[config.mk]
export PLATFORM = sky130hd
export DESIGN_NAME = spi_status_pd_frontend
export DESIGN_NICKNAME = d
export VERILOG_FILES = /design/src/rtl/spfe_pkg.sv /design/src/rtl/spfe_sync.sv /design/src/rtl/spfe_opcode_rx.sv /design/src/rtl/spfe_power_ctrl.sv /design/src/rtl/spfe_status_tx.sv /design/src/rtl/spi_status_pd_frontend.sv
export SDC_FILE = /design/constraint.sdc
export NUM_CORES = 1
export LEC_CHECK = 0
export BUFFER_PORTS_ARGS = -buffer_cell sky130_fd_sc_hd__buf_2
export CORE_ASPECT_RATIO = 0.9
export CORE_MARGIN = 2
export CORE_UTILIZATION = 42
export DETAILED_ROUTE_END_ITERATION = 12
export GPL_TIMING_DRIVEN = 0
export PLACE_DENSITY = 0.7
export SLEW_MARGIN = 15
export SYNTH_ARGS = -nofsm -noshare
export SYNTH_HDL_FRONTEND = slang
export SYNTH_SLANG_ARGS = --single-unit
[constraint.sdc]
create_clock -name clk -period 1.9 [get_ports clk]
set_clock_uncertainty 0.15 [all_clocks]
set_input_delay 0.19 -clock clk [delete_from_list [all_inputs] [get_ports clk]]
set_output_delay 0.19 -clock clk [all_outputs]
set_load 0.02 [all_outputs]
[src/rtl/spfe_pkg.sv]
package spfe_pkg;
  localparam int OP_W = 8;
  localparam logic [OP_W-1:0] OP_STATUS = 8'hD7;
  localparam logic [OP_W-1:0] OP_SLEEP  = 8'hB9;
  localparam logic [OP_W-1:0] OP_WAKE   = 8'hAB;
  localparam logic [3:0] DENSITY_CODE   = 4'b1001;

  typedef enum logic [1:0] {
    PWR_STANDBY  = 2'd0,
    PWR_ENTERING = 2'd1,
    PWR_DEEP     = 2'd2
  } pwr_state_e;

  typedef struct packed {
    logic       ready;
    logic       mismatch;
    logic [3:0] density;
    logic       protect;
    logic       page_bin;
  } status_t;
endpackage

[src/rtl/spfe_sync.sv]
module spfe_sync #(
  parameter int STAGES = 2
) (
  input  logic clk,
  input  logic rst,
  input  logic sck,
  input  logic cs_n,
  input  logic si,
  output logic sck_rise,
  output logic sck_fall,
  output logic cs_rise,
  output logic cs_low,
  output logic si_s
);
  // bit 2: sck, bit 1: cs_n, bit 0: si
  logic [2:0] pipe [STAGES];
  logic       sck_d, cs_d;

  always_ff @(posedge clk) begin
    if (rst) begin
      for (int i = 0; i < STAGES; i++) pipe[i] <= 3'b010;
      sck_d <= 1'b0;
      cs_d  <= 1'b1;
    end else begin
      pipe[0] <= {sck, cs_n, si};
      for (int i = 1; i < STAGES; i++) pipe[i] <= pipe[i-1];
      sck_d <= pipe[STAGES-1][2];
      cs_d  <= pipe[STAGES-1][1];
    end
  end

  assign sck_rise = pipe[STAGES-1][2] & ~sck_d;
  assign sck_fall = ~pipe[STAGES-1][2] & sck_d;
  assign cs_rise  = pipe[STAGES-1][1] & ~cs_d;
  assign cs_low   = ~pipe[STAGES-1][1];
  assign si_s     = pipe[STAGES-1][0];
endmodule

[src/rtl/spfe_opcode_rx.sv]
module spfe_opcode_rx
  import spfe_pkg::*;
(
  input  logic            clk,
  input  logic            rst,
  input  logic            sck_rise,
  input  logic            cs_low,
  input  logic            si_s,
  output logic            op_valid,
  output logic [OP_W-1:0] op_byte
);
  localparam int CNT_W = $clog2(OP_W);

  logic [OP_W-2:0] shreg;
  logic [CNT_W-1:0] cnt;
  logic            done;

  always_ff @(posedge clk) begin
    if (rst || !cs_low) begin
      shreg    <= '0;
      cnt      <= '0;
      done     <= 1'b0;
      op_valid <= 1'b0;
      if (rst) op_byte <= '0;
    end else begin
      op_valid <= 1'b0;
      if (sck_rise && !done) begin
        shreg <= {shreg[OP_W-3:0], si_s};
        cnt   <= cnt + 1'b1;
        if (cnt == CNT_W'(OP_W-1)) begin
          done     <= 1'b1;
          op_valid <= 1'b1;
          op_byte  <= {shreg, si_s};
        end
      end
    end
  end
endmodule

[src/rtl/spfe_power_ctrl.sv]
module spfe_power_ctrl
  import spfe_pkg::*;
#(
  parameter int ENTRY_CYCLES = 16
) (
  input  logic            clk,
  input  logic            rst,
  input  logic            op_valid,
  input  logic [OP_W-1:0] op_byte,
  input  logic            cs_rise,
  output pwr_state_e      state,
  output logic            tx_start
);
  localparam int DLY_W = $clog2(ENTRY_CYCLES + 1);

  logic [DLY_W-1:0] dly;
  logic             arm_sleep, arm_wake;

  always_ff @(posedge clk) begin
    if (rst) begin
      state     <= PWR_STANDBY;
      dly       <= '0;
      arm_sleep <= 1'b0;
      arm_wake  <= 1'b0;
    end else begin
      if (op_valid) begin
        if (state == PWR_STANDBY && op_byte == OP_SLEEP) arm_sleep <= 1'b1;
        if (state != PWR_STANDBY && op_byte == OP_WAKE)  arm_wake  <= 1'b1;
      end
      if (cs_rise && (arm_wake || arm_sleep)) begin
        if (arm_wake) begin
          state <= PWR_STANDBY;
        end else begin
          state <= PWR_ENTERING;
          dly   <= DLY_W'(ENTRY_CYCLES - 1);
        end
      end else if (state == PWR_ENTERING) begin
        if (dly == '0) state <= PWR_DEEP;
        else           dly   <= dly - 1'b1;
      end
      if (cs_rise) begin
        arm_sleep <= 1'b0;
        arm_wake  <= 1'b0;
      end
    end
  end

  assign tx_start = op_valid && (op_byte == OP_STATUS) && (state == PWR_STANDBY);
endmodule

[src/rtl/spfe_status_tx.sv]
module spfe_status_tx
  import spfe_pkg::*;
(
  input  logic    clk,
  input  logic    rst,
  input  logic    start,
  input  logic    stop,
  input  logic    sck_fall,
  input  status_t status,
  output logic    so,
  output logic    oe
);
  localparam int IDX_W = $clog2(OP_W);

  logic [IDX_W-1:0] idx;
  status_t          snap;

  always_ff @(posedge clk) begin
    if (rst) begin
      oe   <= 1'b0;
      idx  <= IDX_W'(OP_W - 1);
      so   <= 1'b1;
      snap <= '0;
    end else if (stop) begin
      oe <= 1'b0;
    end else if (start) begin
      oe  <= 1'b1;
      idx <= IDX_W'(OP_W - 1);
    end else if (oe && sck_fall) begin
      if (idx == IDX_W'(OP_W - 1)) begin
        snap <= status;
        so   <= status[OP_W-1];
      end else begin
        so <= snap[idx];
      end
      idx <= idx - 1'b1;
    end
  end
endmodule

[src/rtl/spi_status_pd_frontend.sv]
module spi_status_pd_frontend
  import spfe_pkg::*;
#(
  parameter int SYNC_STAGES  = 2,
  parameter int ENTRY_CYCLES = 16
) (
  input  logic clk,
  input  logic rst,
  input  logic sck,
  input  logic cs_n,
  input  logic si,
  input  logic busy_i,
  input  logic cmp_mismatch_i,
  input  logic protect_i,
  input  logic page256_i,
  output logic so_o,
  output logic so_oe,
  output logic deep_pd_o
);
  logic            sck_rise, sck_fall, cs_rise, cs_low, si_s;
  logic            op_valid, tx_start;
  logic [OP_W-1:0] op_byte;
  pwr_state_e      pwr_state;
  status_t         status;

  spfe_sync #(.STAGES(SYNC_STAGES)) u_sync (
    .clk(clk), .rst(rst), .sck(sck), .cs_n(cs_n), .si(si),
    .sck_rise(sck_rise), .sck_fall(sck_fall), .cs_rise(cs_rise),
    .cs_low(cs_low), .si_s(si_s)
  );

  spfe_opcode_rx u_rx (
    .clk(clk), .rst(rst), .sck_rise(sck_rise), .cs_low(cs_low), .si_s(si_s),
    .op_valid(op_valid), .op_byte(op_byte)
  );

  spfe_power_ctrl #(.ENTRY_CYCLES(ENTRY_CYCLES)) u_pwr (
    .clk(clk), .rst(rst), .op_valid(op_valid), .op_byte(op_byte),
    .cs_rise(cs_rise), .state(pwr_state), .tx_start(tx_start)
  );

  always_comb begin
    status.ready    = ~busy_i;
    status.mismatch = cmp_mismatch_i;
    status.density  = DENSITY_CODE;
    status.protect  = protect_i;
    status.page_bin = page256_i;
  end

  spfe_status_tx u_tx (
    .clk(clk), .rst(rst), .start(tx_start), .stop(cs_rise),
    .sck_fall(sck_fall), .status(status), .so(so_o), .oe(so_oe)
  );

  assign deep_pd_o = (pwr_state == PWR_DEEP);
endmodule

**Word-level counts from Yosys, hierarchy flattened**

Memory sizes are Yosys's and may differ from the RTL's.
Index checks and enable logic that the tools add are counted.

- Flip-flop bits (word level): 41
- Bits in writable memories: 6
- Input bits: 9
- Output and inout bits: 3
- Logic and storage cells: 98
- Memories: 1

Memory list:

| memory | words | bits a word | read ports | clocked after memory_dff | wr ports | line | text |
|---|---|---|---|---|---|---|---|
| u_sync.pipe | 2 | 3 | 2 | 0 | 2 | spfe_sync.sv:16 | `logic [2:0] pipe [STAGES];` |

- $add $sub $neg: 3
- $lt $le $gt $ge: 1
- Equal/unequal tests: 10
- Multiplexer cells: 23
- Bitwise gates (word level): 12
- Reduce and logical (&&, ||, !) cells: 29

Operators with widths:

| operator | count |
|---|---|
| two-way mux 8 bit | 4 |
| equality test 8 bit, second input constant | 3 |
| two-way mux 5 bit | 4 |
| two-way mux 3 bit | 4 |
| nonzero test 2 bit | 6 |
| AND reduction 2 bit | 5 |
| AND reduction 3 bit | 3 |
| logical AND 1 bit | 7 |
| two-way mux 1 bit | 7 |
| NOT 1 bit | 7 |
| equality test 3 bit, second input constant | 2 |
| two-way mux 2 bit | 3 |
| zero test 5 bit | 1 |
| subtractor 5 x 1 -> 5 bit, second input constant | 1 |
| less-than comparator 3 x 4 -> 1 bit, second input constant | 1 |
| inequality test 2 bit, second input constant | 2 |
| AND reduction 4 bit | 1 |
| OR reduction 2 bit | 2 |
| adder 3 x 1 -> 3 bit, second input constant | 1 |
| bitwise AND 1 bit | 3 |
| binary-select mux 1 bit (select 3 bit) | 1 |
| subtractor 3 x 1 -> 3 bit, second input constant | 1 |
| equality test 2 x 1 -> 1 bit, second input constant | 1 |
| equality test 2 bit, second input constant | 1 |
| 5 further kinds | 7 |

**Logic depth before layout (Yosys ltp)**

Gate-level depths: netlist of the first run.
An unclocked memory read counts as a cell.

- Word-level depth: 6
- Depth in mapped cells: 6

**Modules after synthesis**

Synthesis of the first run repeated with hierarchy kept, for this count alone.

- Cells, all modules: 221
- Area total of the unflattened synthesis: 2224.6 um^2

Modules (own cells, without submodules):

| module | times used | cells an instance | area each (um^2) |
|---|---|---|---|
| spfe_opcode_rx | 1 | 70 | 802.0 |
| spfe_status_tx | 1 | 71 | 651.9 |
| spfe_power_ctrl | 1 | 56 | 513.0 |
| spfe_sync | 1 | 20 | 232.7 |
| spi_status_pd_frontend | 1 | 4 | 25.0 |

**Least setup slack after synthesis of the first run**

OpenSTA, ideal clock, no wires.

- Path kind: register to register
- From: register u_pwr.state[1]
- To: register, netlist name u_tx.snap[2]
- Data arrival time: 1417 ps
- Required time: 1623 ps
- Path slack: 205 ps
- Stages on the path, launching flop included: 5
- Cell sequence: dfxtp_1 or3b_4 or4_4 a21oi_1 nor2_1

- Word-level cells in the longest chain between the ends: 4

RTL lines:

| what | line | text |
|---|---|---|
| start, declared | spfe_power_ctrl.sv:11 | `output pwr_state_e state,` |
| start signal, assigned | spfe_power_ctrl.sv:21 | `state <= PWR_STANDBY;` |
| start signal, assigned | spfe_power_ctrl.sv:32 | `state <= PWR_STANDBY;` |
| start signal, assigned | spfe_power_ctrl.sv:34 | `state <= PWR_ENTERING;` |
| zero test 2 bit | spfe_power_ctrl.sv:48 | `assign tx_start = op_valid && (op_byte == OP_STATUS) && (state == PWR_STANDBY);` |
| logical AND 1 bit | spfe_power_ctrl.sv:48 |  |
| NOT 1 bit (no line) | -- |  |
| AND reduction 4 bit (no line) | -- |  |

No other way between the ends.
A chain may end at the register's enable or synchronous reset.

**Final worst setup path of the first run**

- From: register u_pwr.dly[0]
- To: register u_pwr.dly[1]

- Word-level cells in the longest chain between the ends: 4
- Elaborated cells on any way between the ends: 7

RTL lines:

| what | line | text |
|---|---|---|
| start, declared | spfe_power_ctrl.sv:16 | `logic [DLY_W-1:0] dly;` |
| start signal, assigned | spfe_power_ctrl.sv:35 | `dly <= DLY_W'(ENTRY_CYCLES - 1);` |
| start signal, assigned | spfe_power_ctrl.sv:39 | `else dly <= dly - 1'b1;` |
| subtractor 5 x 1 -> 5 bit | spfe_power_ctrl.sv:39 |  |
| two-way mux 5 bit | spfe_power_ctrl.sv:38 | `if (dly == '0) state <= PWR_DEEP;` |
| two-way mux 5 bit | spfe_power_ctrl.sv:37 | `end else if (state == PWR_ENTERING) begin` |
| two-way mux 5 bit | spfe_power_ctrl.sv:30 | `if (cs_rise && (arm_wake \|\| arm_sleep)) begin` |

Several ways; a longest one is shown, not always the timed one. The select of a mux whose other input is x is not followed.

==> impl_results.md, run 1 <==
* Xor and xnor area share after synthesis at 1.36%
* Slew Limit Fails at 0
* Reg clk slew, reported paths at 0.09 ns
* Antenna-violating nets left at 0
* Kind of critical path: register to register
* Area grow syn2layout at 15.2%
* Fin crit period at 1.81 ns
* Num rows at 23
* Mux contribution to synthesized area at 0.516%
* Clk sink count at 47
* Final Hold Viols at 0
* Most frequent cells in the layout: dfxtp_1 (39), nand2_1 (26), a21oi_1 (22)
* Yosys warning count at 0
* Final period util at 95.3%
* Num CTS Buffers at 5
* Combinational family with the most area after synthesis: simple AND/OR/NAND/NOR gates
* Die span in y at 68.4 µm
* Final setup violation count at 0
* Synth cell types at 40
* Yosys top cell by area: dfxtp_1
* Most area-consuming cells after synthesis: dfxtp_1 (40%), edfxtp_1 (12%), a21oi_1 (5.7%), nand2_1 (5.0%), nor2_1 (3.5%)
* Die footprint at 5170 µm²
* Max_slew headroom at 64.9%
* Simple-gate portion of the synthesized area at 26.6%
* CTS tree: yes
* WL final at 3.53 mm
* Final nets at 243
* RSZ-0062 raised after global routing: false
* Cell count after synthesis at 205
* IO Port Bufs at 10
* Hpwl dp at 2.52 mm
* CP Max Fanout at 4
* Peak supply drop at 0.000579 V
* Worst hold start: busy_i
* GPL Wtd Cong at 0.877
* Arr. time, crit path at 1.87 ns
* N_diodes at 0
* Measured slew at the worst slew-check pin at 0.520 ns
* Fmax at 552 MHz
* Post-Synth Adder-Cell Area at 3.23%
* Setup_tns at 0 ns
* FILL cells at 435
* DRC at 0
* PD cells at 763 nW/µm²
* Yosys top cell area share at 40.3%
* Run status: finished clean
* Critical Path Start: u_pwr.dly[0]
* Pre-CTS setup slack at 0.0253 ns
* Pre-antenna DRT Iters at 4
* Starting DRT DRC Count at 61
* Grt total ovfl at 0
* Final worst slack at 0.0897 ns
* Synthesized area at 1940 µm²
* Hold_ws at 0.0363 ns
* # H-tree levels at 2
* Clock Tree Buf Depth at 2
* Commonest non-fill, non-tap cell in the layout: dfxtp_1
* Worst-skew pair later-pin latency at 0.31 ns
* Compound-Gate Fraction of Synth Area at 13.1%
* Synth Net Count at 219
* Core area at 4460 µm²
* Final core utilization at 50.0%
* Layout cells sized above 1 at 12.2%
* CTS root buf: clkbuf_8
* Vias in the first global route at 1367
* DR vias/cell at 5.04
* Drt wl/cell at 12.1 µm
* Die Width at 75.6 µm
* Register area share after synthesis at 52.7%
* First-pass GRT wire length at 5.98 mm
* CP Capture Type: register
* Total of max-cap violations at 0
* Mean Syn Cell Area at 9.45 µm²
* Largest net degree at the start of global routing at 17
* Vias at 1471
* Crit start category: register
* Worst Hold Class: primary input to register
* Total global-route track usage at 15.7%
* Post-synthesis register bit count at 47
* Initial Util at 43.5%
* Critical path required time at 1.96 ns
* FF-to-FF Start: u_pwr.dly[0]
* Cell leakage power at 0.816 nW
* I/O pin total at 12
* Initial antenna violation count at 0
## repair_timing
item,CTS,global route
setup endpoints to repair,0,13
resized for setup,0,2
setup buffers,0,1
endpoints found under the hold margin,6,0
hold buffers,6,0
## power breakdown
part / switching (W) / internal, W / total, W
Clock: 0.000353 / 0.000264 / 0.000617
Sequential: 0.00000571 / 0.00102 / 0.00103
Combinational: 0.0000319 / 0.0000254 / 0.0000573
Total: 0.000391 / 0.00131 / 0.00170
## final timing paths
check / endpoint / slack, ns / depth (start not counted)
worst min-delay path: u_tx.snap[7] / 0.04 / 3
worst max register to register: u_pwr.dly[1] / 0.09 / 6
worst max-delay path: u_pwr.dly[1] / 0.09 / 6
worst min register to register: u_sync.pipe[0][4] / 0.29 / 1
## layer usage
metal	wire [µm]	share of wire [%]	vias up	global-route usage [%]
met2	1630	46	19	24.3
met4	50	1.4	0	6.58
met5	0	0	-	0
li1	-	-	767	-
met1	1720	49	681	20.4
met3	120	3.4	4	4.42
## Yosys cell counts
cell type / count
nand3b_1: 2
ha_1: 5
mux2i_1: 1
or4b_1: 1
dfxtp_1: 39
nand3_1: 6
nor3_1: 6
and2_1: 9
nand2_1: 26
a221o_1: 1
a22oi_1: 1
and4_1: 1
edfxtp_1: 8
or3_1: 2
nand2b_1: 3
nor2_1: 18
inv_1: 6
or3b_4: 1
and2b_4: 1
nor4b_1: 2
a211oi_1: 2
nor4_4: 1
a21oi_1: 22
a31oi_1: 1
a21boi_0: 1
a311oi_1: 1
and3b_1: 1
nor3b_1: 2
inv_2: 1
nor2b_1: 7
or4_4: 1
o221ai_1: 1
o211ai_1: 6
xnor2_1: 3
o21ai_1: 4
clkbuf_1: 6
o21bai_1: 2
or2_2: 2
nand4_1: 1
nand4bb_1: 1
## per-stage QoR
stage	instance area (µm²)	power, W	std cells
2_1_floorplan	1940	0.00108	205
3_3_place_gp	2070	0.00110	277
3_5_place_dp	2070	0.00110	277
4_1_cts	2220	0.00172	291
5_1_grt	2230	0.00176	292
6_report	2230	0.00170	292
## layout make-up
class                      instances  area, µm²  area share [%]
timing repair buffer              17        118            5.27
tap                               62       77.6            3.48
buffer                             6       22.5            1.01
inverter                           7       26.3            1.18
sequential                        47       1020            45.7
clock inverter                     3       22.5            1.01
multi-input combinational        145        876            39.2
clock buffer                       5       68.8            3.08
## state kept, by name, summed over array words and instances, names as in the netlist
register	flops
u_rx.shreg	7
u_pwr.arm_sleep	1
u_sync.sck_d	1
u_tx.so	1
u_tx.oe	1
u_pwr.arm_wake	1
u_rx.op_byte	8
u_pwr.state	2
u_rx.op_valid	1
u_sync.cs_d	1
u_sync.pipe	6
u_tx.idx	3
u_tx.snap	5
u_rx.done	1
u_rx.cnt	3
u_pwr.dly	5
## cell families after synthesis
group | after synthesis
AND/OR/NAND/NOR | 94
flip-flops | 47
adder cells (fa/ha/maj) | 5
AO/OA/AOI/OAI | 42
XOR/XNOR | 3
buffers and inverters | 13
multiplexers | 1
## critical path, cell delays in order, from the launching register on
cell,delay (ns)
dfxtp_1,0.33
inv_1,0.07
ha_1,0.18
or4b_4,0.48
o211ai_1,0.19
nor2_1,0.07
a311oi_1,0.24
No activity file was read; power rests on OpenSTA's default activity.
==> run 2: changes to the inputs <==
clock period = 1.7 ns   (was 1.9 ns; I/O delays follow)
==> impl_results.md, run 2 (synthesized netlist as in run 1, its figures left out) <==
* Run status: complete, but fails checks
* Failing checks: negative hold slack, negative setup slack
* Arr. time, crit path at 1.80 ns
* Fin crit period at 1.76 ns
* Met3 wire length at 159 µm
* Vias in the first global route at 1430
* Crit start category: register
* Clock Tree Buf Depth at 2
* Hold_ws at -0.00359 ns
* M1 WL at 1.69 mm
* Largest registers: u_rx.op_byte: 8 flops, u_rx.shreg: 7 flops, u_sync.pipe: 6 flops
* Largest net degree at the start of global routing at 17
* Final nets at 248
* Clk pwr share at 35.9%
* Reg clk slew, reported paths at 0.09 ns
* Hpwl dp at 2.52 mm
* Core area at 4460 µm²
* Top delay family on crit path: simple AND/OR/NAND/NOR gates
* Grt total ovfl at 0
* Critical path required time at 1.73 ns
* Final Hold Viols at 1
* PD cells at 803 nW/µm²
* CP Capture Type: register
* Peak supply drop at 0.000637 V
* DR vias/cell at 5.09
* Measured slew at the worst slew-check pin at 0.518 ns
* DRC at 0
* Setup_tns at -0.264 ns
* Final period util at 104%
* I/O pin total at 12
* Layout cells sized above 1 at 23.4%
* N_diodes at 0
* CP Max Fanout at 5
* Finished Layout Cells at 297
* CTS tree: yes
* CP Cell Sequence: or3b_4 > or4_4 > a21oi_2 > nor2_1
* Comb pwr share at 3.6%
* Cell leakage power at 0.863 nW
* CP max-delay cell: or4_4
* RSZ-0062 raised after global routing: true
* Area grow syn2layout at 22.1%
* Vias at 1511
* Initial Util at 43.5%
* Critical path buffer and inverter count at 0
* Final setup violation count at 6
* Starting DRT DRC Count at 72
* Antenna-violating nets left at 0
* Fmax at 567 MHz
* GPL Wtd Cong at 0.877
* CTS root buf: clkbuf_8
* Max_slew headroom at 65.5%
* Reg power frac at 60.5%
* Switching power share of the total at 22.8%
* Routed met2 length at 1.82 mm
* Inst Count DP at 277
* Design Area, Final at 2370 µm²
* Die span in y at 68.4 µm
* IO Port Bufs at 10
* Slew Limit Fails at 0
* Worst Hold Class: primary input to register
* Pre-antenna DRT Iters at 4
* WL final at 3.73 mm
* Total of max-cap violations at 0
* Clk sink count at 47
* Internal at 0.00147 W
* Kind of critical path: register to register
* First-pass GRT wire length at 6.24 mm
* Worst-skew pair later-pin latency at 0.31 ns
* Max reg flops at 8
* Total global-route track usage at 16.3%
* Sw power at 0.000433 W
* Num CTS Buffers at 5
* Drt wl/cell at 12.5 µm
* Biggest register: u_rx.op_byte
* Most frequent cells in the layout: dfxtp_1 (34), nand2_1 (26), a21oi_1 (19)
* Commonest non-fill, non-tap cell in the layout: dfxtp_1
* Die Width at 75.6 µm
* Cell Area, Placed at 2070 µm²
* Die footprint at 5170 µm²
* Top routing layer used: met4
* Final worst slack at -0.0637 ns
* Max incr delay on CP at 0.55 ns
* Initial antenna violation count at 0
* # H-tree levels at 2
* Num rows at 23
==> run 2: path summary, 6_finish.rpt <==
check                         start           endpoint  slack, ns  depth (start not counted)
setup / recovery    u_rx.op_byte[4]       u_tx.snap[2]      -0.06                          4
hold / removal               busy_i       u_tx.snap[7]     -0.004                          3
setup reg to reg    u_rx.op_byte[4]       u_tx.snap[2]      -0.06                          4
hold reg to reg   u_sync.pipe[0][1]  u_sync.pipe[0][4]       0.29                          1
==> run 2: worst reg2reg max path, cell delays in order (launching register included) <==
cell,delay (ns)
edfxtp_1,0.37
or3b_4,0.39
or4_4,0.55
a21oi_2,0.14
nor2_1,0.04
==> run 2: layout make-up <==
type,instances,area (µm²)
plain buffers,6,26.3
clock buffers,5,68.8
fillers,417,2090
well taps,62,77.6
repair buffers,22,170
inverters,7,26.3
multi-input cells,145,947
clock inverters,3,22.5
flip-flops and latches,47,1030
==> run 2: timing repair <==
action,CTS,global route
resized for setup,11,21
endpoints found under the hold margin,6,0
cloned,0,0
pin swaps,5,9
setup endpoints to repair,20,22
hold buffers,6,0
setup buffers,6,0
==> run 2: layer usage <==
metal	vias up	global-route usage (%)
met5	-	0
met4	0	6.58
met3	4	4.42
met2	31	26.4
met1	698	20.6
li1	778	-
==> run 2: through the flow <==
stage	util [%]	worst slack (ns)	total power [W]
3_5_place_dp	46.3	-0.155	0.00123
3_3_place_gp	46.3	-0.118	0.00123
5_1_grt	53.0	-0.0971	0.00198
2_1_floorplan	-	0.00549	0.00121
6_report	53.0	-0.0637	0.00190
4_1_cts	51.4	-0.0918	0.00193
==> run 2: power groups by stage <==
stage | Sequential, W | Clock (W) | Combinational [W]
finish | 0.00115 | 0.000683 | 0.0000685
detailed placement | 0.00118 | 0 | 0.0000540
global placement | 0.00118 | 0 | 0.0000527
floorplan | 0.00117 | 0 | 0.0000353
global route | 0.00115 | 0.000750 | 0.0000750
CTS | 0.00115 | 0.000714 | 0.0000660
